`src/rtl/adc_alarm_pkg.sv`:
```
package adc_alarm_pkg;

    typedef enum logic [1:0] {
        REG_TH_UP  = 2'd0,
        REG_TH_DN  = 2'd1,
        REG_STATUS = 2'd2,
        REG_SPARE  = 2'd3
    } adc_reg_e;

    // bit order is the status register layout
    typedef struct packed {
        logic dn;
        logic up;
        logic eoc;
    } adc_flags_t;

    localparam int FLAG_N = $bits(adc_flags_t);

endpackage

```
`src/rtl/adc_alarm_cmp.sv`:
```
module adc_alarm_cmp
#(
    parameter int BYTE_W = 8,
    parameter int TH_W   = 8
)
(
    input  logic [BYTE_W-1:0] sample_hi,
    input  logic [BYTE_W-1:0] sample_lo,
    input  logic [TH_W-1:0]   th_up,
    input  logic [TH_W-1:0]   th_dn,
    output logic              over,
    output logic              under
);
    localparam int SAMPLE_W = 2 * BYTE_W;
    localparam int SIGN_B   = SAMPLE_W - 1;
    localparam int WIN_LSB  = SIGN_B - TH_W;

    logic [SAMPLE_W-1:0] sample;
    logic [TH_W-1:0]     window;
    logic                neg;
    logic                unused_low;

    assign sample     = {sample_hi, sample_lo};
    assign neg        = sample[SIGN_B];
    assign window     = sample[SIGN_B-1 -: TH_W];
    assign unused_low = ^sample[WIN_LSB-1:0];

    always_comb begin
        over  = !neg && (window > th_up);
        under = neg || (window < th_dn);
    end
endmodule

```
`src/rtl/adc_alarm_regs.sv`:
```
module adc_alarm_regs
    import adc_alarm_pkg::*;
#(
    parameter int TH_W = 8
)
(
    input  logic            clk,
    input  logic            rst,
    input  logic            we,
    input  logic [1:0]      addr,
    input  logic [TH_W-1:0] wdata,
    output logic [TH_W-1:0] th_up,
    output logic [TH_W-1:0] th_dn,
    output adc_flags_t      clr
);
    logic unused_wd;
    assign unused_wd = ^wdata[TH_W-1:FLAG_N];

    always_ff @(posedge clk) begin
        if (rst) begin
            th_up <= '1;
            th_dn <= '0;
        end else if (we) begin
            if (addr == REG_TH_UP) th_up <= wdata;
            if (addr == REG_TH_DN) th_dn <= wdata;
        end
    end

    always_comb begin
        clr = '0;
        if (we && addr == REG_STATUS) clr = adc_flags_t'(wdata[FLAG_N-1:0]);
    end
endmodule

```
`src/rtl/adc_alarm_sticky.sv`:
```
module adc_alarm_sticky
#(
    parameter int N = 3
)
(
    input  logic         clk,
    input  logic         rst,
    input  logic [N-1:0] set,
    input  logic [N-1:0] clr,
    output logic [N-1:0] q
);
    for (genvar i = 0; i < N; i++) begin : g_bit
        always_ff @(posedge clk) begin
            if (rst)         q[i] <= 1'b0;
            else if (set[i]) q[i] <= 1'b1;
            else if (clr[i]) q[i] <= 1'b0;
        end
    end
endmodule

```
`src/rtl/adc_alarm_top.sv`:
```
module adc_alarm_top
    import adc_alarm_pkg::*;
#(
    parameter int BYTE_W = 8,
    parameter int TH_W   = 8
)
(
    input  logic              clk,
    input  logic              rst,
    input  logic              adc_en,
    input  logic              hi_en,
    input  logic              lo_en,
    input  logic              conv_done,
    input  logic [BYTE_W-1:0] sample_hi,
    input  logic [BYTE_W-1:0] sample_lo,
    input  logic              reg_we,
    input  logic [1:0]        reg_addr,
    input  logic [TH_W-1:0]   reg_wdata,
    output logic [TH_W-1:0]   reg_rdata,
    output logic              irq,
    output logic              stat_done,
    output logic              stat_hi,
    output logic              stat_lo
);
    logic [TH_W-1:0] th_up, th_dn;
    logic            over, under;
    adc_flags_t      clr, st_set, pd_set, st_q, pd_q;

    adc_alarm_regs #(.TH_W(TH_W)) u_regs (
        .clk(clk), .rst(rst), .we(reg_we), .addr(reg_addr), .wdata(reg_wdata),
        .th_up(th_up), .th_dn(th_dn), .clr(clr)
    );

    adc_alarm_cmp #(.BYTE_W(BYTE_W), .TH_W(TH_W)) u_cmp (
        .sample_hi(sample_hi), .sample_lo(sample_lo),
        .th_up(th_up), .th_dn(th_dn), .over(over), .under(under)
    );

    always_comb begin
        st_set.eoc = conv_done;
        st_set.up  = conv_done && over;
        st_set.dn  = conv_done && under;
        pd_set.eoc = conv_done && adc_en && !hi_en && !lo_en;
        pd_set.up  = conv_done && adc_en && hi_en && over;
        pd_set.dn  = conv_done && adc_en && lo_en && under;
    end

    adc_alarm_sticky #(.N(FLAG_N)) u_status (
        .clk(clk), .rst(rst), .set(st_set), .clr(clr), .q(st_q)
    );

    adc_alarm_sticky #(.N(FLAG_N)) u_pending (
        .clk(clk), .rst(rst), .set(pd_set), .clr(clr), .q(pd_q)
    );

    assign irq       = |pd_q;
    assign stat_done = st_q.eoc;
    assign stat_hi   = st_q.up;
    assign stat_lo   = st_q.dn;

    always_comb begin
        case (reg_addr)
            REG_TH_UP:  reg_rdata = th_up;
            REG_TH_DN:  reg_rdata = th_dn;
            REG_STATUS: reg_rdata = TH_W'(st_q);
            default:    reg_rdata = '0;
        endcase
    end
endmodule

```
`config.mk`:
```
export PLATFORM = sky130hd
export DESIGN_NAME = adc_alarm_top
export DESIGN_NICKNAME = d
export VERILOG_FILES = /design/src/rtl/adc_alarm_pkg.sv /design/src/rtl/adc_alarm_cmp.sv /design/src/rtl/adc_alarm_regs.sv /design/src/rtl/adc_alarm_sticky.sv /design/src/rtl/adc_alarm_top.sv
export SDC_FILE = /design/constraint.sdc
export NUM_CORES = 1
export LEC_CHECK = 0
export ABC_AREA = 0
export BUFFER_PORTS_ARGS = -buffer_cell sky130_fd_sc_hd__buf_2
export CORE_MARGIN = 2
export CORE_UTILIZATION = 24
export DETAILED_ROUTE_END_ITERATION = 12
export PLACE_DENSITY = 0.51
export SETUP_SLACK_MARGIN = 0.2
export SYNTH_ARGS = -nofsm -noshare
export SYNTH_HDL_FRONTEND = slang
export SYNTH_SLANG_ARGS = --single-unit
```
`constraint.sdc`:
```
create_clock -name clk -period 1.6 [get_ports clk]
set_clock_uncertainty 0.05 [all_clocks]
set_input_delay 0.08 -clock clk [delete_from_list [all_inputs] [get_ports clk]]
set_output_delay 0.08 -clock clk [all_outputs]
set_load 0.02 [all_outputs]
```
==> results.md, run 1 <==
* Relative contribution of the clock network to total power at between 20% and 30%
* Max Slew Vio Count at 0
* Syn Inst Count at 155
* Post-synthesis net count at 203
* Share of async-settable or async-resettable flops after synthesis at 0%
* Highest-delay cell along the critical path: dfxtp_2
* Port bufs at 37
* Starting Density at between 20 and 25%
* Die span in x at around 80 um
* Instance count after placement with tap cells included at 260
* Hold crit path type: primary input to flop
* Final Hold Fails at 0
* Half-perimeter wire length after detailed placement at around 2.8 mm
* Portion of the post-synthesis area used by sequential elements at a little under a third
* Final Cycle Share at between 90% and 100%
* Die area at about 6400 um2
* Power per Cell Area at about 710 nW/um2
* Post-route cell area at 1850 um2
* Number of buffers added by the clock tree synthesis step at 3
* Ratio of cells with drive above 1 in the final layout at 39.1%
* DRC violations left at 0
* Synth unique cells at 35
* Net Sw Power at around 370 uW
* Synthesized area per cell at 8.94 um2
* Number of global-route vias before repair at ~1.1k
* Worst setup EP type: flop
* CTS clock-pin slew for the worst setup and hold paths at around 0.080 ns
* Multi-input gate area in the final layout at roughly 950 um2
* Std-Cell Core Area at 5540 um2
* Final sum of negative setup slack at 0 ns
* Actual slew at the worst max-slew pin at approximately 0.44 ns
* Number of cell instances on the worst register-to-register path at 6
* Final non-filler cell total at roughly 270
* Total via count in the routed design at around 1.2k
* Clk_lat worst skew at around 0.26 ns
* FF-to-FF Start: u_regs.th_up[5]
* Filler cell count in the final layout at a little over 600
* RSZ-0062 raised after global routing: yes
* Worst Setup Path Type: flop to flop
* Post-layout util at between 30% and 40%
* Placement Setup Slack at 0.0706 ns
* Setup-failing EPs final at 0
* Warnings from Yosys at 0
* Max Fclk at 0.677 GHz
* Post-route ant nets at 0
* FF-to-FF setup slack at between 0.1 and 0.15 ns
* Initial antenna violation count at 0
* Chip Height at between 70 and 80 um
* Total grt overflow at 0
* Wire length of the first global-routing pass at 5.47 mm
* Post-DR wirelength/cell at 12.9 um
* Smallest hold slack at about 0.006 ns
* Critical path, cell by cell: inv_2 > ha_4 > a211oi_2 > o21bai_2 > a2111oi_4 > o31ai_1
* Number of detailed-routing iterations run before antenna repair at 4
* Maximum number of buffers from clock root to sink at 2
* Final worst slack at ~0.12 ns
* Post-Syn Area at ~1400 um2
* Gr usage total at between 10% and 20%
* Clock tree from TritonCTS: yes
* Number of top-level pins at 45
* Clock sink count at 22
* Primary FF master, synth: dfxtp_1
* Arrival time at the worst endpoint at between 1.5 and 2 ns
* Slowest stage delay, CP at between 0.3 and 0.4 ns
* Peak supply drop at approximately 0.35 mV
* Most used cells in the layout excluding fill and tap cells: buf_2 (37), nor2_1 (25), mux2i_1 (16), dfxtp_1 (16), inv_1 (12)
* Largest net degree at the start of global routing at 25
* P&R area growth vs syn at 33.7%
* Static leakage at slightly below 0.9 nW
* Status: finished clean
* Int Pwr at 942 uW
* EDFF count, synth at 0
* Last weighted congestion value of the routability-driven placer at 0.730
* # Max-Cap Violations at 0
* Initial detailed-routing violation count at between 80 and 90
* Inserted Diodes at 0
* Sequential cell area at between 400 and 500 um2
* Highest net fanout along the worst path at 2
* Final routed wirelength across all metal layers at about 3.5 mm
* Power share of the sequential group at ~45%
* CP endpoint: u_status.q[1]
* Category of the worst setup path launch point: flop
* Time the final worst path needs with I/O delays and setup at around 1.5 ns
* Number of rows in the core area at 27
* Gate power share at between 20% and 30%
* Clock Root Buffer: clkbuf_8
* Count of H-tree levels built during CTS at 1
* Overall power consumption at roughly 1.3 mW
* Final net count at roughly 250
* Total placed instance area at around 1700 um2
* Switching Share at about 28%
* Crit path launch: u_regs.th_up[5]
* Detailed-route vias per instance at between 4 and 5
* Flop and latch count out of synthesis at 22
* R2r endpoint: u_status.q[1]
* Worst Path Required at 1.70 ns
* Commonest non-fill, non-tap cell in the layout: buf_2
* Headroom to the max-slew limit at 70.4%
==> cells by family (layout without fill, tap and decap cells) <==
kind of cell | after synthesis | in the layout | synth area share (%)
compound gates | 32 | 32 | 17.4
fa+ha+maj | 15 | 15 | 13.6
buf+inv | 21 | 63 | 7.50
flops | 22 | 22 | 31.8
mux | 16 | 16 | 11.6
simple gates | 49 | 49 | 18.2
==> synth_stat cells (5+ instances only) <==
master / number / area [um2]
a21oi_1: 5 / 25.0
nor2_1: 25 / 93.8
inv_1: 15 / 56.3
nand2_1: 9 / 33.8
mux2i_1: 16 / 160
ha_1: 15 / 188
a211o_2: 6 / 60.1
dfxtp_1: 22 / 440
o21ai_0: 6 / 30.0
==> power groups by stage <==
stage	sequential [mW]	clock [mW]	combinational, mW
after floorplan	0.604	0	0.190
after global placement	0.601	0	0.299
after detailed placement	0.602	0	0.298
after CTS	0.589	0.412	0.328
after global routing	0.593	0.432	0.370
final	0.590	0.391	0.331
==> worst min path at each step <==
stage	from	endpoint	slack, ns	depth (start not counted)
6_report	reg_wdata[4]	u_regs.th_up[4]	0.006	2
4_1_cts	reg_wdata[4]	u_regs.th_up[4]	0.002	2
2_1_floorplan	conv_done	u_status.q[0]	0.15	2
3_3_place_gp	reg_wdata[6]	u_regs.th_up[6]	0.25	2
3_5_place_dp	reg_wdata[3]	u_regs.th_up[3]	0.26	2
5_1_grt	reg_wdata[4]	u_regs.th_up[4]	0.01	2
==> worst max-delay path: cells and delay by family (launching register included) <==
kind	cells	cell delay [ns]
AOI/OAI and AO/OA	4	0.73
DFF	1	0.34
adders and majority gates	1	0.21
buffers and inverters	1	0.05
==> state kept, by name (all words and copies together) (netlist names) <==
register and count:
u_pending.q 3, u_regs.th_dn 8, u_regs.th_up 8, u_status.q 3
==> layer usage <==
layer | track usage [%] | wire length [um] | vias to the layer above
met5 | 0 | 0 | -
met4 | 3.22 | 34 | 0
met3 | 2.71 | 174 | 2
met2 | 16.9 | 1600 | 20
met1 | 15.9 | 1670 | 548
li1 | - | - | 633
==> final cells by class <==
type,count,share of cell area (%)
multi-input combinational,112,51.6
sequential,22,24.2
tap,72,4.86
timing repair buffer,44,13.4
clock buffer,4,2.97
inverter,15,3.04
==> timing repair <==
action | CTS | global route
endpoints found under the hold margin | 4 | 0
hold buffers | 4 | 0
gates resized for setup | 15 | 5
pin swaps | 4 | 6
endpoints found under the setup margin | 4 | 4
buffers inserted | 1 | 0
Power figures use the tool's default switching activity.
==> inputs of run 2 (changes only) <==
- CORE_UTILIZATION: 24 -> 40
- PLACE_DENSITY: 0.51 -> 0.74
==> results.md, run 2 (same netlist as run 1, synthesis figures left out) <==
* Status: finished clean (unchanged)
* Most used cells in the layout excluding fill and tap cells: buf_2 (37), nor2_1 (25), mux2i_1 (16), dfxtp_1 (15), inv_1 (12) (was buf_2 (37), nor2_1 (25), mux2i_1 (16), dfxtp_1 (16), inv_1 (12))
* Headroom to the max-slew limit at 71.5% (was 70.4%)
* Post-layout util at 56.9% (was 33.4%)
* Inserted Diodes at 0 (unchanged)
* Total via count in the routed design at 1257 (was 1203)
* Highest net fanout along the worst path at 2 (unchanged)
* Arrival time at the worst endpoint at 1.69 ns (was 1.58 ns)
* Final sum of negative setup slack at 0 ns (unchanged)
* Number of global-route vias before repair at 1174 (was 1138)
* Power share of the sequential group at 46.8% (was 45.0%)
* Chip Height at 62.8 um (was 80.0 um)
* Static leakage at 0.897 nW (was 0.872 nW)
* Relative contribution of the clock network to total power at 25.1% (was 29.8%)
* Worst setup EP type: flop (unchanged)
* # Max-Cap Violations at 0 (unchanged)
* Number of rows in the core area at 21 (was 27)
* Ratio of cells with drive above 1 in the final layout at 38.7% (was 39.1%)
* Min-Delay Path Depth at 3 (was 2)
* Final net count at 253 (was 246)
* Total placed instance area at 1640 um2 (was 1670 um2)
* Number of buffers added by the clock tree synthesis step at 3 (unchanged)
* Worst Setup Path Type: flop to flop (unchanged)
* DRC violations left at 0 (unchanged)
* Critical path, cell by cell: inv_1 > ha_2 > a211oi_2 > o21bai_2 > a2111oi_4 > o31ai_1 (was inv_2 > ha_4 > a211oi_2 > o21bai_2 > a2111oi_4 > o31ai_1)
* Slowest stage delay, CP at 0.37 ns (was 0.34 ns)
* Top Family by Delay on Critical Path: compound AO/OA/AOI/OAI gates (unchanged)
* Category of the worst setup path launch point: flop (unchanged)
* Worst Hold Endpoint: u_pending.q[2] (was u_regs.th_up[4])
* Final worst slack at 0.0744 ns (was 0.122 ns)
* Max Slew Vio Count at 0 (unchanged)
* Highest-delay cell along the critical path: a2111oi_4 (was dfxtp_2)
* Gr usage total at 17.7% (was 11.3%)
* Clock tree from TritonCTS: yes (unchanged)
* Combined buffer and inverter count along the critical path at 1 (unchanged)
* Largest net degree at the start of global routing at 25 (unchanged)
* Maximum number of buffers from clock root to sink at 2 (unchanged)
* Std-Cell Core Area at 3340 um2 (was 5540 um2)
* Gate power share at 28.1% (was 25.2%)
* Initial detailed-routing violation count at 36 (was 81)
* Detailed-route vias per instance at 5.03 (was 4.47)
* Hold crit path type: primary input to flop (unchanged)
* Sequential cell area at 449 um2 (was 448 um2)
* Clock sink count at 22 (unchanged)
* CTS clock-pin slew for the worst setup and hold paths at 0.13 ns (was 0.08 ns)
* Beginning of the worst hold path: sample_hi[7] (was reg_wdata[4])
* Post-route cell area at 1900 um2 (was 1850 um2)
* Peak supply drop at 0.327 mV (was 0.354 mV)
* Net Sw Power at 384 uW (was 369 uW)
* RSZ-0062 raised after global routing: yes (unchanged)
* R2r endpoint: u_pending.q[1] (was u_status.q[1])
* Worst Path Required at 1.77 ns (was 1.70 ns)
* Post-DR wirelength/cell at 13.9 um (was 12.9 um)
* Starting Density at 41.5% (was 25.0%)
* Die span in x at 62.8 um (was 80.0 um)
* Port bufs at 37 (unchanged)
* Time the final worst path needs with I/O delays and setup at 1.53 ns (was 1.48 ns)
* Multi-input gate area in the final layout at 981 um2 (was 955 um2)
* FF-to-FF Start: u_regs.th_up[4] (was u_regs.th_up[5])
* Die area at 3950 um2 (was 6400 um2)
* Number of cell instances on the worst register-to-register path at 6 (unchanged)
* P&R area growth vs syn at 37.0% (was 33.7%)
* Switching Share at 30.3% (was 28.1%)
* Commonest non-fill, non-tap cell in the layout: buf_2 (unchanged)
* Number of top-level pins at 45 (unchanged)
* Clk_lat worst skew at 0.32 ns (was 0.26 ns)
* Total grt overflow at 0 (unchanged)
* Number of detailed-routing iterations run before antenna repair at 4 (unchanged)
* Setup-failing EPs final at 0 (unchanged)
* Int Pwr at 881 uW (was 942 uW)
* Last weighted congestion value of the routability-driven placer at 0.770 (was 0.730)
* Clock Root Buffer: clkbuf_4 (was clkbuf_8)
* FF-to-FF setup slack at 0.07 ns (was 0.12 ns)
* Final Cycle Share at 95.4% (was 92.4%)
* Final Hold Fails at 0 (unchanged)
* Count of H-tree levels built during CTS at 1 (unchanged)
* Wire length of the first global-routing pass at 5.38 mm (was 5.47 mm)
* Final routed wirelength across all metal layers at 3.48 mm (unchanged)
* Post-route ant nets at 0 (unchanged)
* Half-perimeter wire length after detailed placement at 2.46 mm (was 2.77 mm)
* Power per Cell Area at 666 nW/um2 (was 708 nW/um2)
* Max Fclk at 0.655 GHz (was 0.677 GHz)
* Filler cell count in the final layout at 303 (was 609)
* Actual slew at the worst max-slew pin at 0.428 ns (was 0.444 ns)
* Placement Setup Slack at 0.0712 ns (was 0.0706 ns)
* Largest registers: u_regs.th_dn (8), u_regs.th_up (8) (unchanged)
* Initial antenna violation count at 0 (unchanged)
run 2: cell types whose count changed in the layout (fill, tap and decap cells not counted):
cell	delta
ha_4	+1
dfxtp_2	+1
ha_2	-1
o2111ai_4	+1
dlygate4sd3_1	+7
clkbuf_8	-3
dfxtp_1	-1
clkbuf_4	+3
o31ai_2	+1
o2111ai_2	-1
o31ai_1	-1
run 2: final cells by class:
type                       count  share of cell area [%]
clock buffer                   4                    1.91
multi-input combinational    112                    51.7
timing repair buffer          51                    16.7
tap                           46                    3.03
inverter                      15                    2.97
sequential                    22                    23.7
run 2: stage by stage:
stage          power, mW  cells  hold WS (ns)
2_1_floorplan      0.794    155         0.147
6_report            1.26    250        0.0162
5_1_grt             1.33    250        0.0245
3_5_place_dp       0.895    234         0.256
3_3_place_gp       0.891    234         0.251
4_1_cts             1.24    250       0.00233
run 2: tightest hold or removal path, cell delays in order:
cell and delay [ns]:
buf_2 0.11, a32oi_1 0.09, o21ai_1 0.07
run 2: how the worst max path moves through the flow:
stage | endpoint | cells after the start | slack, ns | from
after floorplan | u_pending.q[2] | 6 | 0.20 | u_regs.th_dn[1]
after global placement | u_status.q[2] | 6 | 0.09 | u_regs.th_dn[1]
after detailed placement | u_status.q[2] | 6 | 0.07 | u_regs.th_dn[1]
after CTS | u_status.q[1] | 6 | 0.12 | u_regs.th_up[5]
after global routing | u_pending.q[1] | 6 | -0.02 | u_regs.th_up[5]
final | u_pending.q[1] | 6 | 0.07 | u_regs.th_up[4]
run 2: per-layer routing:
layer  wire (um)  vias to the layer above  global-route usage [%]
met2        1660                       27                    30.0
met4          87                        0                    8.33
met1        1610                      574                    21.4
met5           0                        -                       0
met3         125                        9                    3.42
li1            -                      647                       -
run 2: power groups by stage:
stage	clock network (mW)	registers, mW	logic [mW]
after floorplan	0	0.604	0.190
after global placement	0	0.601	0.290
after detailed placement	0	0.602	0.294
after CTS	0.321	0.590	0.332
after global routing	0.347	0.595	0.389
final	0.318	0.591	0.355
run 2: timing repair:
item | 4_1_cts | 5_1_grt
setup endpoints to repair | 4 | 4
gates resized for setup | 15 | 9
pin swaps | 4 | 8
hold endpoints to repair | 17 | 0
setup buffers | 1 | 0
hold buffers | 11 | 0
==> inputs of run 3 (changes only) <==
- CORE_UTILIZATION: 40 -> 45
- PLACE_DENSITY: 0.74 -> 0.81
==> results.md, run 3 (same netlist as run 1, synthesis figures left out) <==
* Number of buffers added by the clock tree synthesis step at 3 (unchanged)
* Number of top-level pins at 45 (unchanged)
* Highest net fanout along the worst path at 2 (unchanged)
* Total via count in the routed design at 1305 (was 1257)
* Clk_lat worst skew at 0.31 ns (was 0.32 ns)
* Final sum of negative setup slack at 0 ns (unchanged)
* Clock sink count at 22 (unchanged)
* Worst Path Required at 1.76 ns (was 1.77 ns)
* Post-route ant nets at 0 (unchanged)
* Post-route cell area at 1880 um2 (was 1900 um2)
* Overall power consumption at 1.26 mW (about the same)
* Min-Delay Path Depth at 3 (unchanged)
* FF-to-FF Start: u_regs.th_up[1] (was u_regs.th_up[4])
* Maximum number of buffers from clock root to sink at 2 (unchanged)
* Chip Height at 59.5 um (was 62.8 um)
* Fraction of met1 tracks used by global routing at 24.1% (was 21.4%)
* Worst setup EP type: flop (unchanged)
* Post-DR wirelength/cell at 14.7 um (was 13.9 um)
* Arrival time at the worst endpoint at 1.63 ns (was 1.69 ns)
* CTS clock-pin slew for the worst setup and hold paths at 0.13 ns (about the same)
* Final Hold Fails at 0 (unchanged)
* R2r endpoint: u_status.q[1] (was u_pending.q[1])
* Met3 Resource Use GR at 4.59% (was 3.42%)
* Inserted Diodes at 0 (unchanged)
* Count of H-tree levels built during CTS at 1 (unchanged)
* Last weighted congestion value of the routability-driven placer at 0.795 (was 0.770)
* Time the final worst path needs with I/O delays and setup at 1.46 ns (was 1.53 ns)
* Filler cell count in the final layout at 244 (was 303)
* Port bufs at 37 (unchanged)
* Largest registers: u_regs.th_dn (8), u_regs.th_up (8) (unchanged)
* Clock Root Buffer: clkbuf_4 (unchanged)
* Std-Cell Core Area at 2980 um2 (was 3340 um2)
* Number of rows in the core area at 20 (was 21)
* Beginning of the worst hold path: conv_done (was sample_hi[7])
* Hold crit path type: primary input to flop (unchanged)
* Status: finished clean (unchanged)
* FF-to-FF setup slack at 0.14 ns (was 0.07 ns)
* GR Layer Usage met2 at 38.5% (was 30.0%)
* Wire length of the first global-routing pass at 5.49 mm (was 5.38 mm)
* Final Cycle Share at 91.4% (was 95.4%)
* Category of the worst setup path launch point: flop (unchanged)
* Initial detailed-routing violation count at 37 (was 36)
* Detailed-route vias per instance at 5.46 (was 5.03)
* Ratio of cells with drive above 1 in the final layout at 41.3% (was 38.7%)
* Max Fclk at 0.684 GHz (was 0.655 GHz)
* CP endpoint: u_status.q[1] (was u_pending.q[1])
* Max Slew Vio Count at 0 (unchanged)
* Most used cells in the layout excluding fill and tap cells: buf_2 (37), nor2_1 (25), mux2i_1 (16), dfxtp_1 (15), inv_1 (11) (was buf_2 (37), nor2_1 (25), mux2i_1 (16), dfxtp_1 (15), inv_1 (12))
* Static leakage at 0.906 nW (was 0.897 nW)
* Final net count at 255 (was 253)
* Highest-utilization routing layer at the global route stage: met2 (unchanged)
* Gr usage total at 20.6% (was 17.7%)
* Clock tree from TritonCTS: yes (unchanged)
* Power per Cell Area at 670 nW/um2 (was 666 nW/um2)
* Die span in x at 59.5 um (was 62.8 um)
* Largest net degree at the start of global routing at 25 (unchanged)
* Number of detailed-routing iterations run before antenna repair at 5 (was 4)
* Starting Density at 46.5% (was 41.5%)
* Worst Setup Path Type: flop to flop (unchanged)
* Die area at 3540 um2 (was 3950 um2)
* DRC violations left at 0 (unchanged)
* Peak supply drop at 0.551 mV (was 0.327 mV)
* RSZ-0062 raised after global routing: yes (unchanged)
* Commonest non-fill, non-tap cell in the layout: buf_2 (unchanged)
* Setup-failing EPs final at 0 (unchanged)
* Actual slew at the worst max-slew pin at 0.556 ns (was 0.428 ns)
* Total placed instance area at 1620 um2 (was 1640 um2)
* Number of global-route vias before repair at 1259 (was 1174)
* Final routed wirelength across all metal layers at 3.52 mm (was 3.48 mm)
* # Max-Cap Violations at 0 (unchanged)
* Initial antenna violation count at 0 (unchanged)
* Number of cell instances on the worst register-to-register path at 6 (unchanged)
* Crit path launch: u_regs.th_up[1] (was u_regs.th_up[4])
* Total grt overflow at 0 (unchanged)
* Half-perimeter wire length after detailed placement at 2.60 mm (was 2.46 mm)
* P&R area growth vs syn at 35.4% (was 37.0%)
* Smallest hold slack at 0.00697 ns (was 0.0162 ns)
* Headroom to the max-slew limit at 62.8% (was 71.5%)
run 3: report_power, final:
part / total [mW] / switching [mW] / internal [mW]
Combinational: 0.359 / 0.190 / 0.169
Sequential: 0.591 / 0.0161 / 0.574
Clock: 0.307 / 0.168 / 0.139
run 3: metal layers:
layer / vias to the layer above / wire (um)
met3: 4 / 189
met5: - / 0
met2: 40 / 1810
li1: 659 / -
met4: 0 / 23
met1: 602 / 1500
run 3: repair_timing:
action / CTS / global route
hold endpoints to repair: 16 / 0
buffers inserted: 4 / 1
endpoints found under the setup margin: 4 / 4
pin swaps: 4 / 3
hold buffers: 9 / 0
gates resized for setup: 19 / 5
run 3: worst min-delay path by stage:
stage / slack [ns] / endpoint
finish: 0.007 / u_status.q[0]
CTS: 0.005 / u_status.q[0]
global route: 0.0007 / u_pending.q[1]
detailed placement: 0.26 / u_regs.th_up[7]
floorplan: 0.15 / u_status.q[0]
global placement: 0.25 / u_regs.th_up[3]
run 3: worst max-delay path: stages, from the launching register on:
cell and delay (ns):
dfxtp_2 0.35, inv_2 0.05, ha_4 0.23, nor2b_4 0.12
o211a_1 0.24, a2111oi_4 0.23, o31ai_1 0.10
run 3: stage by stage:
stage / util [%] / setup WS [ns] / std cells
4_1_cts: 62.1 / 0.123 / 238
6_report: 63.0 / 0.137 / 239
3_5_place_dp: 54.5 / 0.0808 / 221
5_1_grt: 63.0 / 0.0341 / 239
3_3_place_gp: 54.5 / 0.106 / 221
2_1_floorplan: - / 0.197 / 155
run 3: final cells by class:
cell class | count | area [um2] | area share [%]
flip-flops and latches | 22 | 449 | 23.9
repair buffers | 53 | 328 | 17.5
well taps | 33 | 41.3 | 2.20
clock buffers | 4 | 36.3 | 1.93
inverters | 15 | 56.3 | 3.00
multi-input cells | 112 | 965 | 51.4
